<file path="src/rtl/hreg_pkg.sv">
package hreg_pkg;
  localparam int IRQ_W = 5;
  localparam int BYTE_W = 8;
  typedef enum logic [1:0] {
    OFS_STAT = 2'd0,
    OFS_CMD  = 2'd1,
    OFS_DAT  = 2'd2,
    OFS_IRQ  = 2'd3
  } ofs_e;
endpackage

</file>
<file path="src/rtl/hreg_fifo.sv">
module hreg_fifo #(
  parameter int W     = 8,
  parameter int DEPTH = 16
) (
  input  logic         clk_i,
  input  logic         rst_ni,
  input  logic         push_i,
  input  logic [W-1:0] data_i,
  input  logic         pop_i,
  output logic [W-1:0] data_o,
  output logic         empty_o,
  output logic         full_o
);
  localparam int AW = $clog2(DEPTH);
  localparam logic [AW:0] FULL_CNT = (AW+1)'(DEPTH);

  logic [W-1:0]  mem [DEPTH];
  logic [AW-1:0] rd_ptr, wr_ptr;
  logic [AW:0]   cnt;
  logic          pop_ok, push_ok;

  assign empty_o = (cnt == '0);
  assign full_o  = (cnt == FULL_CNT);
  assign pop_ok  = pop_i && !empty_o;
  // a full queue still accepts a push when a pop frees a slot in the same cycle
  assign push_ok = push_i && (!full_o || pop_ok);
  assign data_o  = empty_o ? '0 : mem[rd_ptr];

  always_ff @(posedge clk_i or negedge rst_ni) begin
    if (!rst_ni) begin
      rd_ptr <= '0;
      wr_ptr <= '0;
      cnt    <= '0;
    end else begin
      if (pop_ok)  rd_ptr <= (rd_ptr == AW'(DEPTH-1)) ? '0 : rd_ptr + 1'b1;
      if (push_ok) wr_ptr <= (wr_ptr == AW'(DEPTH-1)) ? '0 : wr_ptr + 1'b1;
      case ({push_ok, pop_ok})
        2'b10:   cnt <= cnt + 1'b1;
        2'b01:   cnt <= cnt - 1'b1;
        default: cnt <= cnt;
      endcase
    end
  end

  always_ff @(posedge clk_i) begin
    if (push_ok) mem[wr_ptr] <= data_i;
  end
endmodule

</file>
<file path="src/rtl/hreg_irq.sv">
module hreg_irq
  import hreg_pkg::*;
(
  input  logic             clk_i,
  input  logic             rst_ni,
  input  logic             en_we_i,
  input  logic             clr_we_i,
  input  logic [IRQ_W-1:0] wdata_i,
  input  logic             set_i,
  input  logic [IRQ_W-1:0] code_i,
  output logic [IRQ_W-1:0] en_o,
  output logic [IRQ_W-1:0] flag_o,
  output logic             irq_o
);
  always_ff @(posedge clk_i or negedge rst_ni) begin
    if (!rst_ni) begin
      en_o   <= '1;
      flag_o <= '0;
    end else begin
      if (en_we_i) en_o <= wdata_i;
      if (set_i)         flag_o <= code_i;     // raise overwrites, wins over clear
      else if (clr_we_i) flag_o <= flag_o & ~wdata_i;
    end
  end

  assign irq_o = |(flag_o & en_o);
endmodule

</file>
<file path="src/rtl/drive_host_regs.sv">
module drive_host_regs
  import hreg_pkg::*;
#(
  parameter int PRM_DEPTH = 16,
  parameter int RSP_DEPTH = 16,
  parameter int DAT_DEPTH = 32
) (
  input  logic              clk_i,
  input  logic              rst_ni,
  input  logic [1:0]        addr_i,
  input  logic              wr_i,
  input  logic              rd_i,
  input  logic [BYTE_W-1:0] wdata_i,
  output logic [BYTE_W-1:0] rdata_o,
  input  logic              seq_busy_i,
  output logic              cmd_valid_o,
  output logic [BYTE_W-1:0] cmd_op_o,
  input  logic              prm_pop_i,
  output logic [BYTE_W-1:0] prm_data_o,
  input  logic              rsp_push_i,
  input  logic [BYTE_W-1:0] rsp_data_i,
  input  logic              dat_push_i,
  input  logic [BYTE_W-1:0] dat_data_i,
  input  logic              irq_set_i,
  input  logic [IRQ_W-1:0]  irq_code_i,
  output logic              prm_push_o,
  output logic              rsp_pop_o,
  output logic              dat_pop_o,
  output logic              irq_o
);
  localparam int PAD_W = BYTE_W - IRQ_W;

  logic [1:0]        idx_q;
  logic              prm_empty, prm_full, rsp_empty, rsp_full, dat_empty, dat_full;
  logic [BYTE_W-1:0] rsp_head, dat_head;
  logic [IRQ_W-1:0]  irq_en, irq_flag;
  logic              en_we, clr_we;
  logic [BYTE_W-1:0] stat_byte;

  always_ff @(posedge clk_i or negedge rst_ni) begin
    if (!rst_ni)                              idx_q <= '0;
    else if (wr_i && addr_i == OFS_STAT)      idx_q <= wdata_i[1:0];
  end

  assign cmd_valid_o = wr_i && addr_i == OFS_CMD && idx_q == 2'd0 && !seq_busy_i;
  assign cmd_op_o    = wdata_i;
  assign prm_push_o  = wr_i && addr_i == OFS_DAT && idx_q == 2'd0;
  assign en_we       = wr_i && addr_i == OFS_DAT && idx_q == 2'd1;
  assign clr_we      = wr_i && addr_i == OFS_IRQ && idx_q == 2'd1;
  assign rsp_pop_o   = rd_i && addr_i == OFS_CMD;
  assign dat_pop_o   = rd_i && addr_i == OFS_DAT;

  hreg_fifo #(.W(BYTE_W), .DEPTH(PRM_DEPTH)) u_prm_fifo (
    .clk_i, .rst_ni,
    .push_i(prm_push_o), .data_i(wdata_i),
    .pop_i(prm_pop_i),   .data_o(prm_data_o),
    .empty_o(prm_empty), .full_o(prm_full)
  );

  hreg_fifo #(.W(BYTE_W), .DEPTH(RSP_DEPTH)) u_rsp_fifo (
    .clk_i, .rst_ni,
    .push_i(rsp_push_i), .data_i(rsp_data_i),
    .pop_i(rsp_pop_o),   .data_o(rsp_head),
    .empty_o(rsp_empty), .full_o(rsp_full)
  );

  hreg_fifo #(.W(BYTE_W), .DEPTH(DAT_DEPTH)) u_dat_fifo (
    .clk_i, .rst_ni,
    .push_i(dat_push_i), .data_i(dat_data_i),
    .pop_i(dat_pop_o),   .data_o(dat_head),
    .empty_o(dat_empty), .full_o(dat_full)
  );

  hreg_irq u_irq (
    .clk_i, .rst_ni,
    .en_we_i(en_we), .clr_we_i(clr_we),
    .wdata_i(wdata_i[IRQ_W-1:0]),
    .set_i(irq_set_i), .code_i(irq_code_i),
    .en_o(irq_en), .flag_o(irq_flag), .irq_o(irq_o)
  );

  assign stat_byte = {seq_busy_i, !dat_empty, !rsp_empty, !prm_full, prm_empty, 1'b0, idx_q};

  always_comb begin
    unique case (addr_i)
      OFS_STAT: rdata_o = stat_byte;
      OFS_CMD:  rdata_o = rsp_head;
      OFS_DAT:  rdata_o = dat_head;
      default:  rdata_o = idx_q[0] ? {{PAD_W{1'b0}}, irq_flag} : {{PAD_W{1'b1}}, irq_en};
    endcase
  end

  // full flags of the host-drained queues are not exposed
  logic unused_full;
  assign unused_full = rsp_full ^ dat_full;
endmodule


</file>
<file path="config.mk">
export PLATFORM = sky130hd
export DESIGN_NAME = drive_host_regs
export DESIGN_NICKNAME = d
export VERILOG_FILES = /design/src/rtl/hreg_pkg.sv /design/src/rtl/hreg_fifo.sv /design/src/rtl/hreg_irq.sv /design/src/rtl/drive_host_regs.sv
export SDC_FILE = /design/constraint.sdc
export NUM_CORES = 1
export LEC_CHECK = 0
export ABC_CLOCK_PERIOD_IN_PS = 8720
export CORE_AREA = 4 4 222 224
export DETAILED_ROUTE_END_ITERATION = 12
export DIE_AREA = 0 0 226 228
export GPL_ROUTABILITY_DRIVEN = 1
export PLACE_DENSITY = 0.66
export SLEW_MARGIN = 20
export SYNTH_ARGS = -nofsm -noshare
export SYNTH_HDL_FRONTEND = slang
export SYNTH_HIERARCHICAL = 1
export SYNTH_SLANG_ARGS = --single-unit
export TNS_END_PERCENT = 10
</file>
<file path="constraint.sdc">
create_clock -name clk_i -period 8.72 [get_ports clk_i]
set_clock_uncertainty 0.1 [all_clocks]
set_input_delay 1.744 -clock clk_i [delete_from_list [all_inputs] [get_ports clk_i]]
set_output_delay 1.744 -clock clk_i [all_outputs]
set_load 0.01 [all_outputs]
</file>
# Word-level counts from Yosys, hierarchy flattened
# Memory sizes are Yosys's and may differ from the RTL's.
# Cells that the tools add are included.
[totals] reg_bits=54 mem_bits_rw=512 input_bits=40 output_inout_bits=29 wordCells=108 mem_count=3
[op_classes] n_eq_ne=19 n_reduce_logical=37 add_sub_neg=12 n_mux=22 n_bitwise=3
[memory_table] name="u_dat_fifo.mem" words=32 width=8 read_ports=1 rd_ports_with_merged_regs=0 write_ports=1 line_no="hreg_fifo.sv:17" rtl="logic [W-1:0] mem [DEPTH];"
[memory_table] name="u_prm_fifo.mem" words=16 width=8 read_ports=1 rd_ports_with_merged_regs=0 write_ports=1 line_no="hreg_fifo.sv:17"
[memory_table] name="u_rsp_fifo.mem" words=16 width=8 read_ports=1 rd_ports_with_merged_regs=0 write_ports=1 line_no="hreg_fifo.sv:17"
[ops] op="$mux W8" count=4
[ops] op="$pmux W8 S3" count=1
[ops] op="$add A5 B1 Y5 const B" count=4
[ops] op="$eq A5 B5 Y1 const B" count=4
[ops] op="$mux W5" count=4
[ops] op="$pmux W5 S2" count=2
[ops] op="$logic_and A1 B1 Y1" count=17
[ops] op="$add A4 B1 Y4 const B" count=4
[ops] op="$eq A4 B4 Y1 const B" count=4
[ops] op="$mux W4" count=4
[ops] op="$pmux W6 S2" count=1
[ops] op="$and A5 B5 Y5" count=2
[ops] op="$eq A2 B1 Y1 const B" count=5
[ops] op="$eq A2 B2 Y1 const B" count=5
[ops] op="$logic_not A5 Y1" count=2
[ops] op="$sub A5 B1 Y5 const B" count=2
[ops] op="$reduce_bool A2 Y1" count=4
[ops] op="$logic_not A1 Y1" count=7
[ops] op="$add A6 B1 Y6 const B" count=1
[ops] op="$eq A6 B6 Y1 const B" count=1
[ops] op="$logic_not A6 Y1" count=1
[ops] op="$mux W1" count=6
[ops] op="$sub A6 B1 Y6 const B" count=1
[ops] op="$not A5 Y5" count=1
[ops] op="other kinds (3)" count=6

# Depth between registers and ports, before layout
[depth] ltp_word=7 ltp_mapped=12 mapped_depth_nobuf=11

# Modules after synthesis
# The synthesis kept the hierarchy.
[modules_own_cells] mod="hreg_fifo at u_dat_fifo" cells_per_inst=551 seq_area_each_um2=8087.8 area_each_um2=10915.5 instances=1
[modules_own_cells] mod="hreg_fifo at u_rsp_fifo" cells_per_inst=304 seq_area_each_um2=4169.0 area_each_um2=5773.0 instances=1
[modules_own_cells] mod="hreg_fifo at u_prm_fifo" cells_per_inst=297 seq_area_each_um2=4169.0 area_each_um2=5743.0 instances=1
[modules_own_cells] mod="drive_host_regs" cells_per_inst=59 seq_area_each_um2=50.0 area_each_um2=490.5 instances=1
[modules_own_cells] mod="hreg_irq" cells_per_inst=34 seq_area_each_um2=256.5 area_each_um2=432.9 instances=1

# Worst setup path after synthesis
# OpenSTA, ideal clock, no wires.
[synth_timing] path_kind="input to output" start="input port addr_i[0]" end="output port prm_push_o" slack_ns=4.303 stages=4 t_required_ns=6.876 n_path_buf=2 arrival_ns=2.573 cell_sequence="buf_6 > buf_4 > nand2b_1 > nor2_1"
[synth_via] elab_chain_len=3
[synth_lines] item="start: declaration" line_no="drive_host_regs.sv:10" rtl="input logic [1:0] addr_i,"
[synth_lines] item="$eq A2 B2 Y1" line_no="drive_host_regs.sv:47" rtl="assign prm_push_o = wr_i && addr_i == OFS_DAT && idx_q == 2'd0;"
[synth_lines] item="$logic_and A1 B1 Y1 (2 in series)" line_no="drive_host_regs.sv:47"
[synth_lines] item="end: declaration" line_no="drive_host_regs.sv:26" rtl="output logic prm_push_o,"
# No other way between the ends.

# Worst setup path after layout
[layout_timing] start="register u_dat_fifo.rd_ptr[1]" end="output port rdata_o[7]"
[layout_via] elab_chain_len=3
[layout_lines] item="start: declaration" line_no="hreg_fifo.sv:18" rtl="logic [AW-1:0] rd_ptr, wr_ptr;"
[layout_lines] item="start signal: assignment" line_no="hreg_fifo.sv:35" rtl="if (pop_ok) rd_ptr <= (rd_ptr == AW'(DEPTH-1)) ? '0 : rd_ptr + 1'b1;"
[layout_lines] item="$mem_v2 Z32 W8"
[layout_lines] item="$mux W8" line_no="hreg_fifo.sv:27" rtl="assign data_o = empty_o ? '0 : mem[rd_ptr];"
[layout_lines] item="named net dat_head[7]" line_no="drive_host_regs.sv:35" rtl="logic [BYTE_W-1:0] rsp_head, dat_head;"
[layout_lines] item="$pmux W8 S3" line_no="drive_host_regs.sv:85" rtl="unique case (addr_i)"
[layout_lines] item="end: declaration" line_no="drive_host_regs.sv:14" rtl="output logic [BYTE_W-1:0] rdata_o,"
# The timed path passes the listed nets, and every way through them passes these cells.

==> flow_summary.ini <==
[status]
status = completed

[grt]
antenna_found_initial = 0
grt.overflow.total = 0
grt_pass1_wl_um = 72000
grt_usage = 0.183
grt_max_degree = 55
grt_pass1_vias = 11800

[clocking]
cts_sinks = 566
postCtsResizedCells = 0
clk_pin_slew_ps = 60
cts_tree = built
numCtsBuffers = 58
cts.hold.buffers_added = 0
cts_buffer_depth = 3
root_buffer = clkbuf_16
cts_max_level = 2
clk-insertion-delay-late_ps = 610
cts_setup_buffers = 0

[worst_setup_path]
startpoint = u_dat_fifo/rd_ptr[1]
rr_endpoint = u_dat_fifo/cnt[5]
cp_top_family = multiplexers
rrSetupSlack_ps = 5380
cp_slowest_stage_delay_ps = 930
cp_data_arrival_time_ps = 4230
cp-end-kind = primary output
crit_buf_inv = 2
crit_top_cell = mux4_2
cp_max_fo = 36
cp.required_ps = 6880
cp.depth = 7
critPathSlowestCell = dfrtp_2
worstSetupPathType = reg -> out
rr_startpoint = u_dat_fifo/cnt[0]
worstSetupStartpointType = flop
crit_end = rdata_o[7]
path_cells = buf_4, mux4_2, mux2i_1, a211o_1, a31oi_1, mux4_2, clkdlybuf4s50_1
rr_worst_depth = 9

[finish]
finalNetCount = 1386
final_common_cell = edfxtp_1
post-route-cell-area_um2 = 26300
final_cell_mix = edfxtp_1, mux4_2, nor2_1
antennaDiodeCount = 0
drive_gt1_frac = 0.202
area_growth_pct = 12.7
utilization = 0.556
fillers = 3640

[drt]
drt_iter0_drc = 941
via_per_inst = 5.88
wl_per_cell_um = 23.8
first_pass_iters = 5
drcViolationCount = 0
postRouteAntennaNets = 0
wl_um = 47000
vias = 11600

[placed_design]
place.gp.congestion = 0.828
dpl.hpwl_um = 29600
portBuffers = 68
place_area_um2 = 24500

[logic_synthesis]
synth_fp_nets = 1313
syn_area_um2 = 23300
yosysWarnings = 6
syn_area_per_cell_um2 = 18.8
syn_inst = 1243

[sta]
worst_pin_slew_ps = 997
whs_ps = 427
min_period_over_period = 0.697
setup_tns_ps = 0
period_minus_slack_ps = 6080
finalSetupViolCount = 0
fmax_mhz = 165
rsz0062_at_grt = no
finalHoldViolCount = 0
drv_slew = 0
slew_headroom = 0.333

[hold_path]
min-delay-path-class = reg -> reg

[flow_run]
maxCapViolations = 0

[floorplanning]
core_area_um2 = 47300
die-area_um2 = 51500
die_y_um = 228
ios = 69
dieWidth_um = 226
rows = 80
initial_core_util = 0.493

[power]
vdd_drop_max_mv = 0.195
power_density_nw_per_um2 = 295
p_leak_nw = 8.74
state kept, by name, summed over array words and instances (netlist names):
| name | cells |
|---|---|
| u_prm_fifo/mem | 128 |
| u_dat_fifo/mem | 256 |
| u_irq/en_o | 5 |
| u_rsp_fifo/mem | 128 |
| u_irq/flag_o | 5 |
| u_prm_fifo/rd_ptr | 4 |
| u_dat_fifo/rd_ptr | 5 |
| u_dat_fifo/cnt | 6 |
| idx_q | 2 |
| u_rsp_fifo/wr_ptr | 4 |
| u_rsp_fifo/cnt | 5 |
| u_prm_fifo/wr_ptr | 4 |
| u_rsp_fifo/rd_ptr | 4 |
| u_prm_fifo/cnt | 5 |
| u_dat_fifo/wr_ptr | 5 |
layer usage:
| metal | global-route usage | wire, µm | vias up |
|---|---|---|---|
| li1 | - | - | 5177 |
| met1 | 0.263 | 20100 | 6038 |
| met2 | 0.289 | 22800 | 354 |
| met3 | 0.0373 | 2860 | 65 |
| met4 | 0.0538 | 1220 | 0 |
| met5 | 0 | 0 | - |
power breakdown:
part	internal [mW]	switching, mW	total [mW]
combinational	0.944	1.02	1.96
clock	1.34	0.998	2.34
sequential	3.19	0.259	3.45
area by class of cell:
type | count | area (µm²) | share of cell area
inverters | 23 | 88.8 | 0.00338
repair buffers | 78 | 711 | 0.0270
well taps | 615 | 769 | 0.0292
clock inverters | 31 | 249 | 0.00946
multi-input cells | 589 | 6200 | 0.236
flip-flops and latches | 566 | 16700 | 0.636
clock buffers | 76 | 1550 | 0.0589
how the worst min path moves through the flow:
stage | start | end | slack [ps] | depth (start not counted)
2_1_floorplan | u_dat_fifo/cnt[3] | u_dat_fifo/cnt[3] | 380 | 1
5_1_grt | u_dat_fifo/cnt[4] | u_dat_fifo/cnt[4] | 460 | 1
3_3_place_gp | u_dat_fifo/cnt[3] | u_dat_fifo/cnt[3] | 410 | 1
3_5_place_dp | u_dat_fifo/cnt[3] | u_dat_fifo/cnt[3] | 420 | 1
6_report | u_dat_fifo/cnt[3] | u_dat_fifo/cnt[3] | 430 | 1
4_1_cts | u_dat_fifo/cnt[3] | u_dat_fifo/cnt[3] | 430 | 1
metrics by stage:
step | std cells | setup slack (ps) | power [mW]
floorplan | 1243 | 4300 | 4.81
finish | 1978 | 2640 | 7.75
global placement | 1871 | 2780 | 5.45
global route | 1978 | 2380 | 8.14
CTS | 1978 | 2520 | 7.84
detailed placement | 1871 | 2730 | 5.49
No activity file was read; power rests on OpenSTA's default activity.
